<file path="src/rtl/arb_pkg.sv">
`timescale 1ns/1ps
package arb_pkg;
  typedef enum logic [2:0] {
    ST_RUN   = 3'd0,
    ST_GRANT = 3'd1,
    ST_ACK   = 3'd2,
    ST_TGT   = 3'd3,
    ST_OPC   = 3'd4
  } arb_state_e;

  localparam logic [1:0] MODE_INJECT = 2'd0;
  localparam logic [1:0] MODE_FIXED  = 2'd1;
  localparam logic [1:0] MODE_VEC    = 2'd2;
  localparam logic [1:0] MODE_BAD    = 2'd3;
endpackage

</file>
<file path="src/rtl/arb_rst_filter.sv">
`timescale 1ns/1ps
// Core reset fires only after HOLD consecutive low samples of rst_n.
module arb_rst_filter #(
  parameter int unsigned HOLD = 3
) (
  input  logic clk,
  input  logic rst_n,
  output logic core_rst
);
  localparam int unsigned HW = HOLD - 1;
  logic [HW-1:0] hist;

  generate
    if (HW > 1) begin : g_shift
      always_ff @(posedge clk) hist <= {hist[HW-2:0], rst_n};
    end else begin : g_single
      always_ff @(posedge clk) hist <= rst_n;
    end
  endgenerate

  assign core_rst = ~rst_n & (hist == '0);
endmodule

</file>
<file path="src/rtl/arb_nmi_latch.sv">
`timescale 1ns/1ps
// Falling-edge capture of the non-maskable request; set wins over service.
module arb_nmi_latch (
  input  logic clk,
  input  logic rst,
  input  logic nmi_n,
  input  logic serviced,
  output logic pend
);
  logic nmi_q;
  logic fall;

  assign fall = nmi_q & ~nmi_n;

  always_ff @(posedge clk) begin
    if (rst) begin
      nmi_q <= 1'b1;
      pend  <= 1'b0;
    end else begin
      nmi_q <= nmi_n;
      pend  <= (pend & ~serviced) | fall;
    end
  end

  assert_nmi_edge_latched_R4: assert property (@(posedge clk) disable iff (rst)
    (nmi_q && !nmi_n) |=> pend);
  assert_nmi_cleared_when_served_R4: assert property (@(posedge clk) disable iff (rst)
    (serviced && nmi_n) |=> !pend);
endmodule

</file>
<file path="src/rtl/arb_ctl_regs.sv">
`timescale 1ns/1ps
// Enable flip-flop, interrupt mode and vector page register.
module arb_ctl_regs
  import arb_pkg::*;
#(
  parameter int unsigned DW = 8
) (
  input  logic          clk,
  input  logic          rst,
  input  logic          ei_set,
  input  logic          di_clr,
  input  logic          take_any,
  input  logic          mode_we,
  input  logic [1:0]    mode_wdata,
  input  logic          ireg_we,
  input  logic [DW-1:0] ireg_wdata,
  output logic          ie,
  output logic [1:0]    mode,
  output logic [DW-1:0] ireg
);
  always_ff @(posedge clk) begin
    if (rst) begin
      ie   <= 1'b0;
      mode <= MODE_INJECT;
      ireg <= '0;
    end else begin
      if (take_any || di_clr) ie <= 1'b0;
      else if (ei_set)        ie <= 1'b1;
      if (mode_we && mode_wdata != MODE_BAD) mode <= mode_wdata;
      if (ireg_we) ireg <= ireg_wdata;
    end
  end

  assert_ie_cleared_on_accept_R6: assert property (@(posedge clk) disable iff (rst)
    take_any |=> !ie);
  assert_bad_mode_ignored_R11: assert property (@(posedge clk) disable iff (rst)
    (mode_we && mode_wdata == MODE_BAD) |=> $stable(mode));
  assert_di_beats_ei_R11: assert property (@(posedge clk) disable iff (rst)
    (di_clr && ei_set) |=> !ie);
endmodule

</file>
<file path="src/rtl/irq_bus_arbiter.sv">
`timescale 1ns/1ps
module irq_bus_arbiter
  import arb_pkg::*;
#(
  parameter int unsigned       DW         = 8,
  parameter int unsigned       RST_HOLD   = 3,
  parameter logic [2*DW-1:0]   NMI_TARGET = 'h0066,
  parameter logic [2*DW-1:0]   IM1_TARGET = 'h0038
) (
  input  logic            clk,
  input  logic            rst_n,
  input  logic            busreq_n,
  input  logic            nmi_n,
  input  logic            int_n,
  input  logic            cyc_end,
  input  logic            instr_end,
  input  logic            ei_set,
  input  logic            di_clr,
  input  logic            mode_we,
  input  logic [1:0]      mode_wdata,
  input  logic            ireg_we,
  input  logic [DW-1:0]   ireg_wdata,
  input  logic            byte_valid,
  output logic            byte_ready,
  input  logic [DW-1:0]   byte_data,
  output logic            tgt_valid,
  input  logic            tgt_ready,
  output logic [2*DW-1:0] tgt_addr,
  output logic            op_valid,
  input  logic            op_ready,
  output logic [DW-1:0]   op_byte,
  output logic            busack_n,
  output logic            bus_float,
  output logic            ack_m1_n,
  output logic            ack_iorq_n
);
  localparam int unsigned AW = 2 * DW;

  logic          core_rst;
  logic          nmi_pend;
  logic          ie;
  logic [1:0]    mode;
  logic [DW-1:0] ireg;
  logic          take_nmi, take_int;
  logic          at_ins;

  arb_state_e    state, state_n;
  logic [AW-1:0] tgt_q, tgt_n;
  logic          ld_tgt, ld_op;
  logic [DW-1:0] op_q;
  logic [1:0]    acc_mode;

  arb_rst_filter #(.HOLD(RST_HOLD)) u_rst (
    .clk(clk), .rst_n(rst_n), .core_rst(core_rst));

  arb_nmi_latch u_nmi (
    .clk(clk), .rst(core_rst), .nmi_n(nmi_n), .serviced(take_nmi), .pend(nmi_pend));

  arb_ctl_regs #(.DW(DW)) u_regs (
    .clk(clk), .rst(core_rst), .ei_set(ei_set), .di_clr(di_clr),
    .take_any(take_nmi | take_int), .mode_we(mode_we), .mode_wdata(mode_wdata),
    .ireg_we(ireg_we), .ireg_wdata(ireg_wdata), .ie(ie), .mode(mode), .ireg(ireg));

  assign at_ins = cyc_end & instr_end;

  always_comb begin
    state_n  = state;
    take_nmi = 1'b0;
    take_int = 1'b0;
    ld_tgt   = 1'b0;
    ld_op    = 1'b0;
    tgt_n    = tgt_q;
    case (state)
      ST_RUN: begin
        if (cyc_end && !busreq_n) begin
          state_n = ST_GRANT;                 // bus request outranks everything
        end else if (at_ins && nmi_pend) begin
          take_nmi = 1'b1;
          ld_tgt   = 1'b1;
          tgt_n    = NMI_TARGET;
          state_n  = ST_TGT;
        end else if (at_ins && !int_n && ie) begin
          take_int = 1'b1;
          if (mode == MODE_FIXED) begin
            ld_tgt  = 1'b1;
            tgt_n   = IM1_TARGET;
            state_n = ST_TGT;
          end else begin
            state_n = ST_ACK;
          end
        end
      end
      ST_GRANT: if (busreq_n) state_n = ST_RUN;
      ST_ACK: begin
        if (byte_valid) begin
          if (acc_mode == MODE_VEC) begin
            ld_tgt  = 1'b1;
            tgt_n   = {ireg, byte_data};
            state_n = ST_TGT;
          end else begin
            ld_op   = 1'b1;
            state_n = ST_OPC;
          end
        end
      end
      ST_TGT:  if (tgt_ready) state_n = ST_RUN;
      ST_OPC:  if (op_ready)  state_n = ST_RUN;
      default: state_n = ST_RUN;
    endcase
  end

  always_ff @(posedge clk) begin
    if (core_rst) begin
      state    <= ST_RUN;
      tgt_q    <= '0;
      op_q     <= '0;
      acc_mode <= MODE_INJECT;
    end else begin
      state <= state_n;
      if (ld_tgt)   tgt_q    <= tgt_n;
      if (ld_op)    op_q     <= byte_data;
      if (take_int) acc_mode <= mode;
    end
  end

  assign busack_n   = (state != ST_GRANT);
  assign bus_float  = (state == ST_GRANT);
  assign byte_ready = (state == ST_ACK);
  assign ack_m1_n   = (state != ST_ACK);
  assign ack_iorq_n = (state != ST_ACK);
  assign tgt_valid  = (state == ST_TGT);
  assign tgt_addr   = tgt_q;
  assign op_valid   = (state == ST_OPC);
  assign op_byte    = op_q;

  assert_idle_after_reset_R1: assert property (@(posedge clk)
    $past(core_rst) |-> (busack_n && !bus_float && !tgt_valid && !op_valid && !byte_ready));
  assert_grant_at_cycle_end_R2: assert property (@(posedge clk) disable iff (core_rst)
    $fell(busack_n) |-> $past(cyc_end && !busreq_n));
  assert_grant_release_R2: assert property (@(posedge clk) disable iff (core_rst)
    (!busack_n && busreq_n) |=> busack_n);
  assert_bus_beats_irq_R3: assert property (@(posedge clk) disable iff (core_rst)
    (at_ins && !busreq_n && busack_n && !byte_ready && !tgt_valid && !op_valid)
    |=> (!busack_n && !tgt_valid && !byte_ready));
  assert_nmi_target_R4: assert property (@(posedge clk) disable iff (core_rst)
    take_nmi |=> (tgt_valid && tgt_addr == NMI_TARGET));
  assert_int_needs_enable_R5: assert property (@(posedge clk) disable iff (core_rst)
    $rose(byte_ready) |-> $past(ie && at_ins && !int_n));
  assert_fixed_mode_no_ack_R7: assert property (@(posedge clk) disable iff (core_rst)
    (take_int && mode == MODE_FIXED) |=> (tgt_valid && !byte_ready && tgt_addr == IM1_TARGET));
  assert_vector_formed_R8: assert property (@(posedge clk) disable iff (core_rst)
    (byte_ready && byte_valid && acc_mode == MODE_VEC)
    |=> (tgt_valid && tgt_addr == {$past(ireg), $past(byte_data)}));
  assert_opcode_injected_R9: assert property (@(posedge clk) disable iff (core_rst)
    (byte_ready && byte_valid && acc_mode == MODE_INJECT)
    |=> (op_valid && op_byte == $past(byte_data)));
  assert_tgt_hold_R10: assert property (@(posedge clk) disable iff (core_rst)
    (tgt_valid && !tgt_ready) |=> (tgt_valid && $stable(tgt_addr)));
  assert_op_hold_R10: assert property (@(posedge clk) disable iff (core_rst)
    (op_valid && !op_ready) |=> (op_valid && $stable(op_byte)));
endmodule

</file>
<file path="config.mk">
export PLATFORM = sky130hd
export DESIGN_NAME = irq_bus_arbiter
export DESIGN_NICKNAME = d
export VERILOG_FILES = /design/src/rtl/arb_pkg.sv /design/src/rtl/arb_rst_filter.sv /design/src/rtl/arb_nmi_latch.sv /design/src/rtl/arb_ctl_regs.sv /design/src/rtl/irq_bus_arbiter.sv
export SDC_FILE = /design/constraint.sdc
export NUM_CORES = 1
export LEC_CHECK = 0
export ABC_AREA = 1
export ABC_CLOCK_PERIOD_IN_PS = 1400
export CORE_MARGIN = 2
export CORE_UTILIZATION = 50
export DETAILED_ROUTE_END_ITERATION = 6
export DONT_BUFFER_PORTS = 1
export SLEW_MARGIN = 20
export SYNTH_ARGS = -nofsm -noshare
export SYNTH_HDL_FRONTEND = slang
export SYNTH_HIERARCHICAL = 1
export SYNTH_SLANG_ARGS = --single-unit
</file>
<file path="constraint.sdc">
create_clock -name clk -period 1.4 [get_ports clk]
set_input_delay 0.14 -clock clk [delete_from_list [all_inputs] [get_ports clk]]
set_output_delay 0.14 -clock clk [all_outputs]
set_load 0.02 [all_outputs]
</file>
==> results_tabular.tex, run 1 <==
\begin{tabular}{lr}
\hline
Metric & Value \\
\hline
\multicolumn{2}{l}{\textbf{Drt}} \\
Post-route DRC violation count & 0 \\
Routed length per instance & roughly 13 um \\
DRT Wirelength & 4.47 mm \\
Detailed Routing Iterations Pass 1 & 4 \\
Overall via count from detail\_route & 1743 \\
DRC marker count from the first detailed-route iteration & 93 \\
Detail-routed via count per cell & between 4 and 5 \\
Detail Route Antenna Nets & 0 \\
\multicolumn{2}{l}{\textbf{STA}} \\
Unrepaired setup endpoints after global routing & yes \\
Final hold violations & 0 \\
Highest Clock Rate & roughly 750 MHz \\
Final worst path period share & 95.2\% \\
Total negative slack & 0 ns \\
Remaining max-slew budget at the tightest pin & between 70\% and 80\% \\
Final hold slack & between 0.008 and 0.009 ns \\
Pin slew with the least headroom to its limit & about 0.3 ns \\
Final WS setup & a little under 0.07 ns \\
Min cycle time layout & $\sim$1.3 ns \\
Final Max Tran Viols & 0 \\
Worst clock skew on the final layout & around 0.0040 ns \\
Number of setup violations in the final report & 0 \\
\multicolumn{2}{l}{\textbf{Critical path}} \\
Crit path buffers/inverters & 4 \\
Top fanout value on the critical path & 7 \\
Startpoint type of the worst setup path & flip-flop \\
Reg-to-reg slack, setup & around 0.080 ns \\
Category of the most critical setup path & flip-flop to output pin \\
Delay of the slowest cell on the worst path & 0.37 ns \\
Reg-to-Reg End & tgt\_addr[6] \\
Cell count along the critical path & 5 \\
Data arrival at the endpoint of the critical path & 1.19 ns \\
Crit path capture type & output pin \\
Critical path required time & approximately 1.3 ns \\
Crit. Startpoint & state[0] \\
Number of cells traversed by the worst register-to-register path & 7 \\
Cell mode on critical path & sky130\_fd\_sc\_hd\_\_inv\_2 \\
Critical register-to-register path startpoint & state[0] \\
Worst setup endpoint & byte\_ready \\
Top Family by Delay on Critical Path & buffers and inverters \\
Critical path cell sequence & inv\_2, nand3\_4, buf\_6, inv\_2, buf\_4 \\
Highest-delay cell along the critical path & sky130\_fd\_sc\_hd\_\_dfxtp\_4 \\
\multicolumn{2}{l}{\textbf{Cells and area}} \\
Final core utilization & about two thirds \\
Number of diodes added for antenna fixing & 0 \\
Fraction of final layout cells sized beyond drive strength 1 & roughly 17\% \\
Summed area of non-filler cells in the final layout & 2440 sq um \\
Leading cell type in the layout, fill and taps excluded & sky130\_fd\_sc\_hd\_\_nor2\_1 \\
Highest-count cells in the layout ignoring fill and taps & 48 x sky130\_fd\_sc\_hd\_\_nor2\_1, 43 x sky130\_fd\_sc\_hd\_\_nand2\_1, 42 x sky130\_fd\_sc\_hd\_\_dfxtp\_1 \\
Count of placed standard cells in the final layout, fillers left out & $\sim$350 \\
Area growth syn-to-layout & 25.7\% \\
NumNets Final & 334 \\
\multicolumn{2}{l}{\textbf{Clock tree}} \\
Number of buffers added by the clock tree synthesis step & 5 \\
Worst skew pair latency & $\sim$0.29 ns \\
Clock tree sinks & 44 \\
TritonCTS clock tree & yes \\
Maximum clock insertion buffer count & 2 \\
CTS clock-pin slew for the worst setup and hold paths & 0.08 ns \\
H-Tree Depth & 2 \\
Clock tree root buffer cell & sky130\_fd\_sc\_hd\_\_clkbuf\_8 \\
\multicolumn{2}{l}{\textbf{Placed design}} \\
Post-place instance area & a little over 2000 sq um \\
Post-DP HPWL & 2.88 mm \\
Gp weighted congestion & approximately 0.73 \\
Buffers added on ports & 0 \\
DP Cell Count & between 300 and 400 \\
Placement-stage worst setup slack & -0.00579 ns \\
\multicolumn{2}{l}{\textbf{Run}} \\
Number of max-cap violations & 0 \\
\multicolumn{2}{l}{\textbf{Status}} \\
Run status & finished clean \\
\multicolumn{2}{l}{\textbf{Logic synthesis}} \\
Number of synthesized register bits & 44 \\
Fraction of synthesized area in multiplexers & 0\% \\
Complex-gate fraction of the synthesized area & $\sim$12\% \\
Library cell occupying the most area in the post-synthesis netlist & sky130\_fd\_sc\_hd\_\_dfxtp\_1 \\
Simple-gate share of the synthesized area & a little under a third \\
Synth Warn \# & 6 \\
Synth Area in Adders & 0\% \\
Mean post-synth cell area & 7.29 sq um \\
Cell area after technology mapping & $\sim$1900 sq um \\
Main combinational cell family by area after synthesis & simple AND/OR/NAND/NOR gates \\
Distinct cell type count of the synthesized netlist & 23 \\
Cells after Synth & around 270 \\
Leading post-synthesis cells by cell area & sky130\_fd\_sc\_hd\_\_dfxtp\_1 45\%, sky130\_fd\_sc\_hd\_\_nor2\_1 9.7\%, sky130\_fd\_sc\_hd\_\_nand2\_1 8.7\% \\
Sequential area share after synthesis & 45.4\% \\
Nets in the synthesized netlist & slightly below 300 \\
Fraction of post-synthesis cell area in the top cell type by area & 45.4\% \\
Xor/xnor cell area share of the yosys netlist & 0\% \\
\multicolumn{2}{l}{\textbf{Hold path}} \\
Min-delay src & byte\_data[1] \\
Hold WC Path Type & primary input to flip-flop \\
\multicolumn{2}{l}{\textbf{Global routing}} \\
Total track usage & 21.0\% \\
Number of global-route vias before repair & between 1500 and 2000 \\
Global-route wire length before repair & just over 7 mm \\
Initial antenna violation count & 0 \\
Maximum number of pins on one net before global-route repair & 23 \\
Aggregate global routing overflow & 0 \\
\multicolumn{2}{l}{\textbf{Floorplanning}} \\
Die height & 66.3 um \\
Number of rows created at floorplan & 22 \\
Initial Utilization & between 50\% and 60\% \\
Die X-Extent & around 66 um \\
IO Pins & 63 \\
Core box area & $\sim$3700 sq um \\
Die outline area & between 4000 and 5000 sq um \\
\multicolumn{2}{l}{\textbf{Pwr}} \\
VDD IR max & roughly 0.96 mV \\
Leakage dissipation & 1.10 nW \\
Power density over the cells & $\sim$1900 nW/um\^{}2 \\
Overall Power & approximately 4.6 mW \\
\hline
\end{tabular}
Yosys cell counts (all sizes together):
| cell | count |
|---|---|
| nor2 | 55 |
| nand3b | 6 |
| nand3 | 21 |
| buf | 9 |
| clkbuf | 1 |
| a21oi | 26 |
| inv | 33 |
| o21ai | 21 |
| or2 | 1 |
| nand2 | 47 |
| nor3 | 2 |
| dfxtp | 44 |
where the power goes:
| part | total [mW] | internal [mW] | leakage [nW] | switching, mW |
|---|---|---|---|---|
| Combinational | 1.61 | 0.712 | 0.693 | 0.895 |
| Sequential | 2.18 | 1.62 | 0.366 | 0.552 |
| Clock | 0.823 | 0.401 | 0.0445 | 0.421 |
worst min-delay path by stage:
stage / cells past startpoint / to
finish: 2 / op_byte[1]
floorplan: 0 / u_rst/hist[0]
detailed placement: 0 / u_rst/hist[0]
global placement: 0 / u_rst/hist[0]
global route: 2 / u_regs/ireg[3]
CTS: 2 / op_byte[4]
routing by layer:
layer	share of wire, %	track usage (%)	up-vias
met5	0	0	-
met4	1.2	5.87	0
met3	6.9	6.98	7
met2	47	35.5	53
met1	45	25.3	764
li1	-	-	919
registers in the layout, summed over array words and instances (netlist names):
register,cells
u_regs/mode,2
state,3
acc_mode,2
u_nmi/nmi_q,1
u_regs/ie,1
op_byte,8
tgt_addr,16
u_nmi/pend,1
u_regs/ireg,8
u_rst/hist,2
kinds of logic after synthesis:
logic type             after synthesis
AOI/OAI and AO/OA                   47
and+or+nand+nor                    132
DFF                                 44
buffers and inverters               43
cell type report:
cell class                 instances  area [sq um]
fill                             345          1250
multi-input combinational        181           910
sequential                        44           888
timing repair buffer              37           354
inverter                          33           133
clock buffer                       7          86.3
tap                               48          60.1
clock inverter                     1          7.51
what timing repair did:
item	CTS	global route
endpoints found under the setup margin	10	19
gates cloned	0	2
hold buffers	19	0
resized for setup	5	12
pin swaps	0	7
endpoints found under the hold margin	22	0
buffers inserted	0	5
Power figures use the tool's default switching activity.
==> run 2: changes to the inputs <==
--- a/config.mk
+++ b/config.mk
@@ -5,7 +5,6 @@
 export SDC_FILE = /design/constraint.sdc
 export NUM_CORES = 1
 export LEC_CHECK = 0
-export ABC_AREA = 1
 export ABC_CLOCK_PERIOD_IN_PS = 1400
 export CORE_MARGIN = 2
 export CORE_UTILIZATION = 50
==> results_tabular.tex, run 2 <==
\begin{tabular}{lr}
\hline
Metric & Value \\
\hline
\multicolumn{2}{l}{\textbf{Critical path}} \\
Top fanout value on the critical path & 6 (-1) \\
Delay of the slowest cell on the worst path & 0.41 ns (+0.04 ns) \\
Top Family by Delay on Critical Path & simple AND/OR/NAND/NOR gates \\
Category of the most critical setup path & flip-flop to output pin \\
Critical path cell sequence & buf\_4, or3\_4, buf\_6 \\
Data arrival at the endpoint of the critical path & 1.37 ns (+0.18 ns) \\
Crit path buffers/inverters & 2 (-2) \\
Crit path capture type & output pin \\
Critical path required time & 1.26 ns (about the same) \\
Startpoint type of the worst setup path & flip-flop \\
Highest-delay cell along the critical path & sky130\_fd\_sc\_hd\_\_or3\_4 \\
\multicolumn{2}{l}{\textbf{Clock tree}} \\
H-Tree Depth & 2 (unchanged) \\
CTS clock-pin slew for the worst setup and hold paths & 0.09 ns (about the same) \\
Worst skew pair latency & 0.30 ns (about the same) \\
Clock tree root buffer cell & sky130\_fd\_sc\_hd\_\_clkbuf\_8 \\
Clock tree sinks & 44 (unchanged) \\
TritonCTS clock tree & yes \\
Maximum clock insertion buffer count & 2 (unchanged) \\
Number of buffers added by the clock tree synthesis step & 5 (unchanged) \\
\multicolumn{2}{l}{\textbf{Cells and area}} \\
NumNets Final & 257 (-23\%) \\
Flip-flop count of the largest register, all copies and words added & 16 (unchanged) \\
Highest-count cells in the layout ignoring fill and taps & 41 x sky130\_fd\_sc\_hd\_\_dfxtp\_1, 29 x sky130\_fd\_sc\_hd\_\_nor2\_1, 23 x sky130\_fd\_sc\_hd\_\_dlygate4sd3\_1 \\
Count of placed standard cells in the final layout, fillers left out & 274 (-22\%) \\
Number of diodes added for antenna fixing & 0 (unchanged) \\
Fraction of final layout cells sized beyond drive strength 1 & 29.6\% (+13 points) \\
Summed area of non-filler cells in the final layout & 2490 sq um (+2.1\%) \\
Area growth syn-to-layout & 33.6\% \\
Leading cell type in the layout, fill and taps excluded & sky130\_fd\_sc\_hd\_\_dfxtp\_1 \\
\multicolumn{2}{l}{\textbf{Logic synthesis}} \\
Library cell occupying the most area in the post-synthesis netlist & sky130\_fd\_sc\_hd\_\_dfxtp\_1 \\
Cells after Synth & 178 (-33\%) \\
Number of synthesized register bits & 44 (unchanged) \\
Synth top cells by count & 44 x sky130\_fd\_sc\_hd\_\_dfxtp\_1, 29 x sky130\_fd\_sc\_hd\_\_nor2\_1, 21 x sky130\_fd\_sc\_hd\_\_mux2i\_1, 10 x sky130\_fd\_sc\_hd\_\_a22o\_1, 7 x sky130\_fd\_sc\_hd\_\_inv\_1 \\
Number of synthesized flops with an enable pin & 0 (unchanged) \\
Leading post-synthesis cells by cell area & sky130\_fd\_sc\_hd\_\_dfxtp\_1 47\%, sky130\_fd\_sc\_hd\_\_mux2i\_1 11\%, sky130\_fd\_sc\_hd\_\_nor2\_1 5.8\% \\
Primary flip-flop cell chosen by synthesis mapping & sky130\_fd\_sc\_hd\_\_dfxtp\_1 \\
Fraction of post-synthesis cell area in the top cell type by area & 47.3\% (+1.9 points) \\
Share of flip-flops with an asynchronous set or reset after synthesis & 0\% (unchanged) \\
Most used standard cell by instance count after synthesis & sky130\_fd\_sc\_hd\_\_dfxtp\_1 \\
Distinct cell type count of the synthesized netlist & 40 (+74\%) \\
Synth Warn \# & 6 (unchanged) \\
Cell area after technology mapping & 1860 sq um (-3.9\%) \\
Mean post-synth cell area & 10.5 sq um (+44\%) \\
Nets in the synthesized netlist & 210 (-30\%) \\
Sequential area share after synthesis & 47.3\% (+1.9 points) \\
\multicolumn{2}{l}{\textbf{Floorplanning}} \\
Number of rows created at floorplan & 22 (unchanged) \\
Die height & 65.0 um (-1.9\%) \\
IO Pins & 63 (unchanged) \\
Core box area & 3630 sq um (-1.5\%) \\
Die outline area & 4230 sq um (-3.7\%) \\
Initial Utilization & 51.3\% (-1.3 points) \\
Die X-Extent & 65.0 um (-1.9\%) \\
\multicolumn{2}{l}{\textbf{Global routing}} \\
Number of global-route vias before repair & 1499 (-5.9\%) \\
Aggregate global routing overflow & 0 (unchanged) \\
Initial antenna violation count & 0 (unchanged) \\
Maximum number of pins on one net before global-route repair & 15 (-35\%) \\
Global-route wire length before repair & 6.78 mm (-4.4\%) \\
Total track usage & 21.2\% (+0.17 points) \\
\multicolumn{2}{l}{\textbf{Drt}} \\
Overall via count from detail\_route & 1443 (-17\%) \\
Detail-routed via count per cell & 5.27 (+6.1\%) \\
Detailed Routing Iterations Pass 1 & 4 (unchanged) \\
Detail Route Antenna Nets & 0 (unchanged) \\
DRC marker count from the first detailed-route iteration & 49 (-47\%) \\
Post-route DRC violation count & 0 (unchanged) \\
DRT Wirelength & 4.09 mm (-8.5\%) \\
Routed length per instance & 14.9 um (+17\%) \\
\multicolumn{2}{l}{\textbf{Status}} \\
Failing checks & setup timing \\
Run status & finished with violations \\
\multicolumn{2}{l}{\textbf{STA}} \\
Final WS setup & -0.109 ns (-0.176 ns) \\
Final Max Tran Viols & 0 (unchanged) \\
Min cycle time layout & 1.51 ns (+0.176 ns) \\
Highest Clock Rate & 663 MHz (-12\%) \\
Unrepaired setup endpoints after global routing & yes \\
Final worst path period share & 108\% (+13 points) \\
Pin slew with the least headroom to its limit & 0.383 ns (+0.0813 ns) \\
Total negative slack & -1.04 ns (-1.04 ns) \\
Worst clock skew on the final layout & 0.00611 ns (+0.00209 ns) \\
Final hold violations & 0 (unchanged) \\
Number of setup violations in the final report & 24 (+24) \\
Remaining max-slew budget at the tightest pin & 74.4\% (-5.5 points) \\
\multicolumn{2}{l}{\textbf{Placed design}} \\
Gp weighted congestion & 0.770 (+5.9\%) \\
Post-DP HPWL & 2.80 mm (-2.5\%) \\
DP Cell Count & 240 (-24\%) \\
Buffers added on ports & 0 (unchanged) \\
Post-place instance area & 2030 sq um (+0.62\%) \\
\multicolumn{2}{l}{\textbf{Pwr}} \\
VDD IR max & 0.852 mV (-11\%) \\
Power density over the cells & 1760 nW/um\^{}2 (-7.0\%) \\
Overall Power & 4.37 mW (-5.1\%) \\
Leakage dissipation & 1.14 nW (+3.1\%) \\
\multicolumn{2}{l}{\textbf{Hold path}} \\
Hold WC Path Type & primary input to flip-flop \\
\multicolumn{2}{l}{\textbf{Run}} \\
Number of max-cap violations & 0 (unchanged) \\
\hline
\end{tabular}
## run 2: changes by cell type after synthesis, sizes merged, moves of 19 or more
| cell | change |
|---|---|
| o21ai | -19 |
| mux2i | +21 |
| nand3 | -19 |
| a21oi | -19 |
| nand2 | -43 |
| nor2 | -20 |
| inv | -26 |
## run 2: worst register-to-register path: cells and delay by family, from the launching register on
family	cells	cell delay [ns]
flops	1	0.40
mux	1	0.17
compound gates	1	0.11
simple gates	3	0.38
buf+inv	2	0.30
## run 2: final timing paths
| path | startpoint | end | slack, ns | cells after the start |
|---|---|---|---|---|
| max | state[2] | busack_n | -0.11 | 3 |
| min | ireg_we | u_regs/ireg[0] | 0.007 | 2 |
| max reg2reg | state[1] | tgt_addr[4] | -0.05 | 7 |
| min reg2reg | u_rst/hist[0] | u_rst/hist[1] | 0.39 | 0 |
## run 2: logic make-up (layout without fill, tap and decap cells)
kind of cell | Yosys count | in the layout | synth area share (%)
and+or+nand+nor | 63 | 63 | 19.7
DFF | 44 | 44 | 47.3
AOI/OAI and AO/OA | 33 | 33 | 15.4
muxes | 21 | 21 | 11.3
buffers and inverters | 17 | 65 | 6.38
## run 2: power by group
part	total [mW]	internal, mW	switching (mW)
sequential	2.02	1.55	0.477
combinational	1.32	0.696	0.620
clock	1.03	0.584	0.444
## run 2: stage by stage
step                      setup slack, ns  hold slack [ns]  util [%]
after global routing               -0.166           0.0186      68.5
final                              -0.109          0.00738      68.5
after floorplan                    -0.241            0.168         -
after CTS                         -0.0927          0.00219      67.0
after detailed placement           -0.137            0.168      55.9
after global placement            -0.0662            0.168      55.9
## run 2: final cells by class
type                       count  area, sq um
clock buffer                   6         82.6
fill                         296         1140
sequential                    44          890
multi-input combinational    117          921
tap                           48         60.1
clock inverter                 2         38.8
timing repair buffer          50          468
inverter                       7         28.8
## run 2: timing repair
action,4_1_cts,5_1_grt
endpoints found under the hold margin,20,0
buffers inserted,2,1
resized for setup,13,12
setup endpoints to repair,27,30
hold buffers,23,0
pin swaps,1,2
## run 2: metal layers
| metal | vias up | GRT usage [%] | wire length, um | part of all wire [%] |
|---|---|---|---|---|
| li1 | 713 | - | - | - |
| met2 | 53 | 37.5 | 2050 | 50 |
| met5 | - | 0 | 0 | 0 |
| met1 | 672 | 23.6 | 1670 | 41 |
| met3 | 5 | 6.77 | 311 | 7.6 |
| met4 | 0 | 7.81 | 56 | 1.4 |
==> run 3: changes to the inputs <==
--- a/config.mk
+++ b/config.mk
@@ -5,11 +5,12 @@
 export SDC_FILE = /design/constraint.sdc
 export NUM_CORES = 1
 export LEC_CHECK = 0
-export ABC_CLOCK_PERIOD_IN_PS = 1400
+export ABC_CLOCK_PERIOD_IN_PS = 1300
 export CORE_MARGIN = 2
 export CORE_UTILIZATION = 50
 export DETAILED_ROUTE_END_ITERATION = 6
 export DONT_BUFFER_PORTS = 1
+export PLACE_DENSITY = 0.68
 export SLEW_MARGIN = 20
 export SYNTH_ARGS = -nofsm -noshare
 export SYNTH_HDL_FRONTEND = slang
==> constraint.sdc (replaced) <==
create_clock -name clk -period 1.3 [get_ports clk]
set_input_delay 0.13 -clock clk [delete_from_list [all_inputs] [get_ports clk]]
set_output_delay 0.13 -clock clk [all_outputs]
set_load 0.02 [all_outputs]
==> results_tabular.tex, run 3 (synthesized netlist as in run 2, its figures left out) <==
\begin{tabular}{lr}
\hline
Metric & Value \\
\hline
\multicolumn{2}{l}{\textbf{Placed design}} \\
DP Cell Count & 245 (+2.1\%) \\
Post-DP HPWL & 2.78 mm (-0.78\%) \\
Gp weighted congestion & 0.921 (+20\%) \\
Buffers added on ports & 0 (unchanged) \\
Placement-stage worst setup slack & -0.229 ns (-0.0916 ns) \\
\multicolumn{2}{l}{\textbf{Global routing}} \\
Aggregate global routing overflow & 0 (unchanged) \\
Global-route wire length before repair & 7.07 mm (+4.3\%) \\
Number of global-route vias before repair & 1560 (+4.1\%) \\
Initial antenna violation count & 0 (unchanged) \\
Maximum number of pins on one net before global-route repair & 18 (+3) \\
Total track usage & 21.7\% (+0.52 points) \\
\multicolumn{2}{l}{\textbf{Floorplanning}} \\
Number of rows created at floorplan & 22 (unchanged) \\
Die outline area & 4230 sq um (unchanged) \\
IO Pins & 63 (unchanged) \\
Core box area & 3630 sq um (unchanged) \\
Initial Utilization & 51.3\% (unchanged) \\
Die X-Extent & 65.0 um (unchanged) \\
Die height & 65.0 um (unchanged) \\
\multicolumn{2}{l}{\textbf{Cells and area}} \\
Area growth syn-to-layout & 48.0\% \\
NumNets Final & 278 (+8.2\%) \\
Number of diodes added for antenna fixing & 0 (unchanged) \\
Count of placed standard cells in the final layout, fillers left out & 295 (+7.7\%) \\
Highest-count cells in the layout ignoring fill and taps & 41 x sky130\_fd\_sc\_hd\_\_dfxtp\_1, 28 x sky130\_fd\_sc\_hd\_\_nor2\_1, 28 x sky130\_fd\_sc\_hd\_\_buf\_4 \\
Fraction of final layout cells sized beyond drive strength 1 & 36.0\% (+6.4 points) \\
Final core utilization & 75.9\% (+7.4 points) \\
Total of fill cells in the finished design & 249 (-16\%) \\
Flip-flop count of the largest register, all copies and words added & 16 (unchanged) \\
Leading cell type in the layout, fill and taps excluded & sky130\_fd\_sc\_hd\_\_dfxtp\_1 \\
\multicolumn{2}{l}{\textbf{Critical path}} \\
Reg-to-Reg End & acc\_mode[1] \\
Critical path required time & 1.49 ns (+0.23 ns) \\
Worst setup endpoint & acc\_mode[1] \\
Top fanout value on the critical path & 3 (-3) \\
Critical register-to-register path startpoint & state[2] \\
Startpoint type of the worst setup path & flip-flop \\
Crit path capture type & flip-flop \\
Category of the most critical setup path & flip-flop to flip-flop \\
Crit. Startpoint & state[2] \\
Reg-to-reg slack, setup & -0.22 ns (-0.17 ns) \\
Data arrival at the endpoint of the critical path & 1.70 ns (+0.33 ns) \\
Number of cells traversed by the worst register-to-register path & 6 (-1) \\
\multicolumn{2}{l}{\textbf{STA}} \\
Total negative slack & -4.42 ns (-3.38 ns) \\
Final Max Tran Viols & 0 (unchanged) \\
Number of setup violations in the final report & 31 (+29\%) \\
Final WS setup & -0.218 ns (-0.109 ns) \\
Pin slew with the least headroom to its limit & 0.277 ns (-0.106 ns) \\
Min cycle time layout & around 1.5 ns \\
Unrepaired setup endpoints after global routing & yes \\
Highest Clock Rate & about 660 MHz \\
Final worst path period share & 117\% \\
Final hold violations & 0 (unchanged) \\
Remaining max-slew budget at the tightest pin & 81.5\% (+7.1 points) \\
Worst clock skew on the final layout & 0.00878 ns (+0.00266 ns) \\
\multicolumn{2}{l}{\textbf{Drt}} \\
Overall via count from detail\_route & 1542 (+6.9\%) \\
Detail-routed via count per cell & 5.23 (-0.75\%) \\
Detail Route Antenna Nets & 0 (unchanged) \\
DRT Wirelength & 4.61 mm (+13\%) \\
Routed length per instance & 15.6 um (+4.6\%) \\
Detailed Routing Iterations Pass 1 & 3 (-1) \\
DRC marker count from the first detailed-route iteration & 48 (-2.0\%) \\
Post-route DRC violation count & 0 (unchanged) \\
\multicolumn{2}{l}{\textbf{Status}} \\
Run status & finished with violations \\
Failing checks & setup timing \\
\multicolumn{2}{l}{\textbf{Clock tree}} \\
TritonCTS clock tree & yes \\
Maximum clock insertion buffer count & 2 (unchanged) \\
CTS clock-pin slew for the worst setup and hold paths & 0.08 ns (about the same) \\
Clock tree root buffer cell & sky130\_fd\_sc\_hd\_\_clkbuf\_8 \\
Number of buffers added by the clock tree synthesis step & 5 (unchanged) \\
H-Tree Depth & 2 (unchanged) \\
Worst skew pair latency & 0.29 ns (about the same) \\
Clock tree sinks & 44 (unchanged) \\
\multicolumn{2}{l}{\textbf{Pwr}} \\
Power density over the cells & 1840 nW/um\^{}2 (+4.8\%) \\
VDD IR max & 1.20 mV (+41\%) \\
Overall Power & 5.07 mW (+16\%) \\
Leakage dissipation & 1.25 nW (+9.5\%) \\
\multicolumn{2}{l}{\textbf{Run}} \\
Number of max-cap violations & 0 (unchanged) \\
\multicolumn{2}{l}{\textbf{Hold path}} \\
Hold WC Path Type & primary input to flip-flop \\
\hline
\end{tabular}
run 3: metrics by stage:
step / hold slack, ns / cell area, sq um
after floorplan: 0.158 / 1880
after global placement: 0.158 / 2080
after detailed placement: 0.158 / 2080
after CTS: 0.00392 / 2650
after global routing: 0.00781 / 2760
final: 0.00371 / 2760
run 3: power by group:
part	switching [mW]	total (mW)	internal (mW)
sequential	0.524	2.19	1.67
clock	0.461	1.09	0.629
combinational	0.794	1.79	0.996
total	1.78	5.07	3.29
run 3: per-layer routing:
metal | global-route usage (%) | part of all wire [%] | up-vias
met5 | 0 | 0 | -
met4 | 8.07 | 1.6 | 0
met3 | 4.86 | 5.2 | 8
met2 | 39.2 | 55 | 45
met1 | 24.8 | 38 | 727
li1 | - | - | 762
run 3: worst min-delay path by stage:
stage | cells past startpoint | startpoint | slack [ns] | endpoint
detailed placement | 0 | rst_n | 0.16 | u_rst/hist[0]
global route | 2 | byte_data[1] | 0.008 | op_byte[1]
CTS | 2 | byte_data[1] | 0.004 | op_byte[1]
floorplan | 0 | rst_n | 0.16 | u_rst/hist[0]
finish | 2 | byte_data[1] | 0.004 | op_byte[1]
global placement | 0 | rst_n | 0.16 | u_rst/hist[0]
run 3: layout make-up:
type	instances	area, sq um	area share [%]
clock buffer	6	82.6	2.99
clock inverter	2	38.8	1.41
inverter	7	36.3	1.32
multi-input combinational	118	958	34.8
sequential	44	892	32.4
tap	48	60.1	2.18
timing repair buffer	70	689	25.0
run 3: worst max-delay path, stage by stage, from the launching register on:
cell                       delay (ns)
sky130_fd_sc_hd__dfxtp_4         0.37
sky130_fd_sc_hd__nor3_4          0.23
sky130_fd_sc_hd__nand4_4         0.13
sky130_fd_sc_hd__buf_6           0.15
sky130_fd_sc_hd__nand3b_1        0.25
sky130_fd_sc_hd__mux2i_1         0.22
sky130_fd_sc_hd__nor2_1          0.06
run 3: repair_timing:
item | CTS | global route
resized for setup | 34 | 11
setup buffers | 9 | 8
hold buffers | 26 | 0
setup endpoints to repair | 34 | 39
pin swaps | 10 | 15
gates cloned | 0 | 1
hold endpoints to repair | 19 | 0
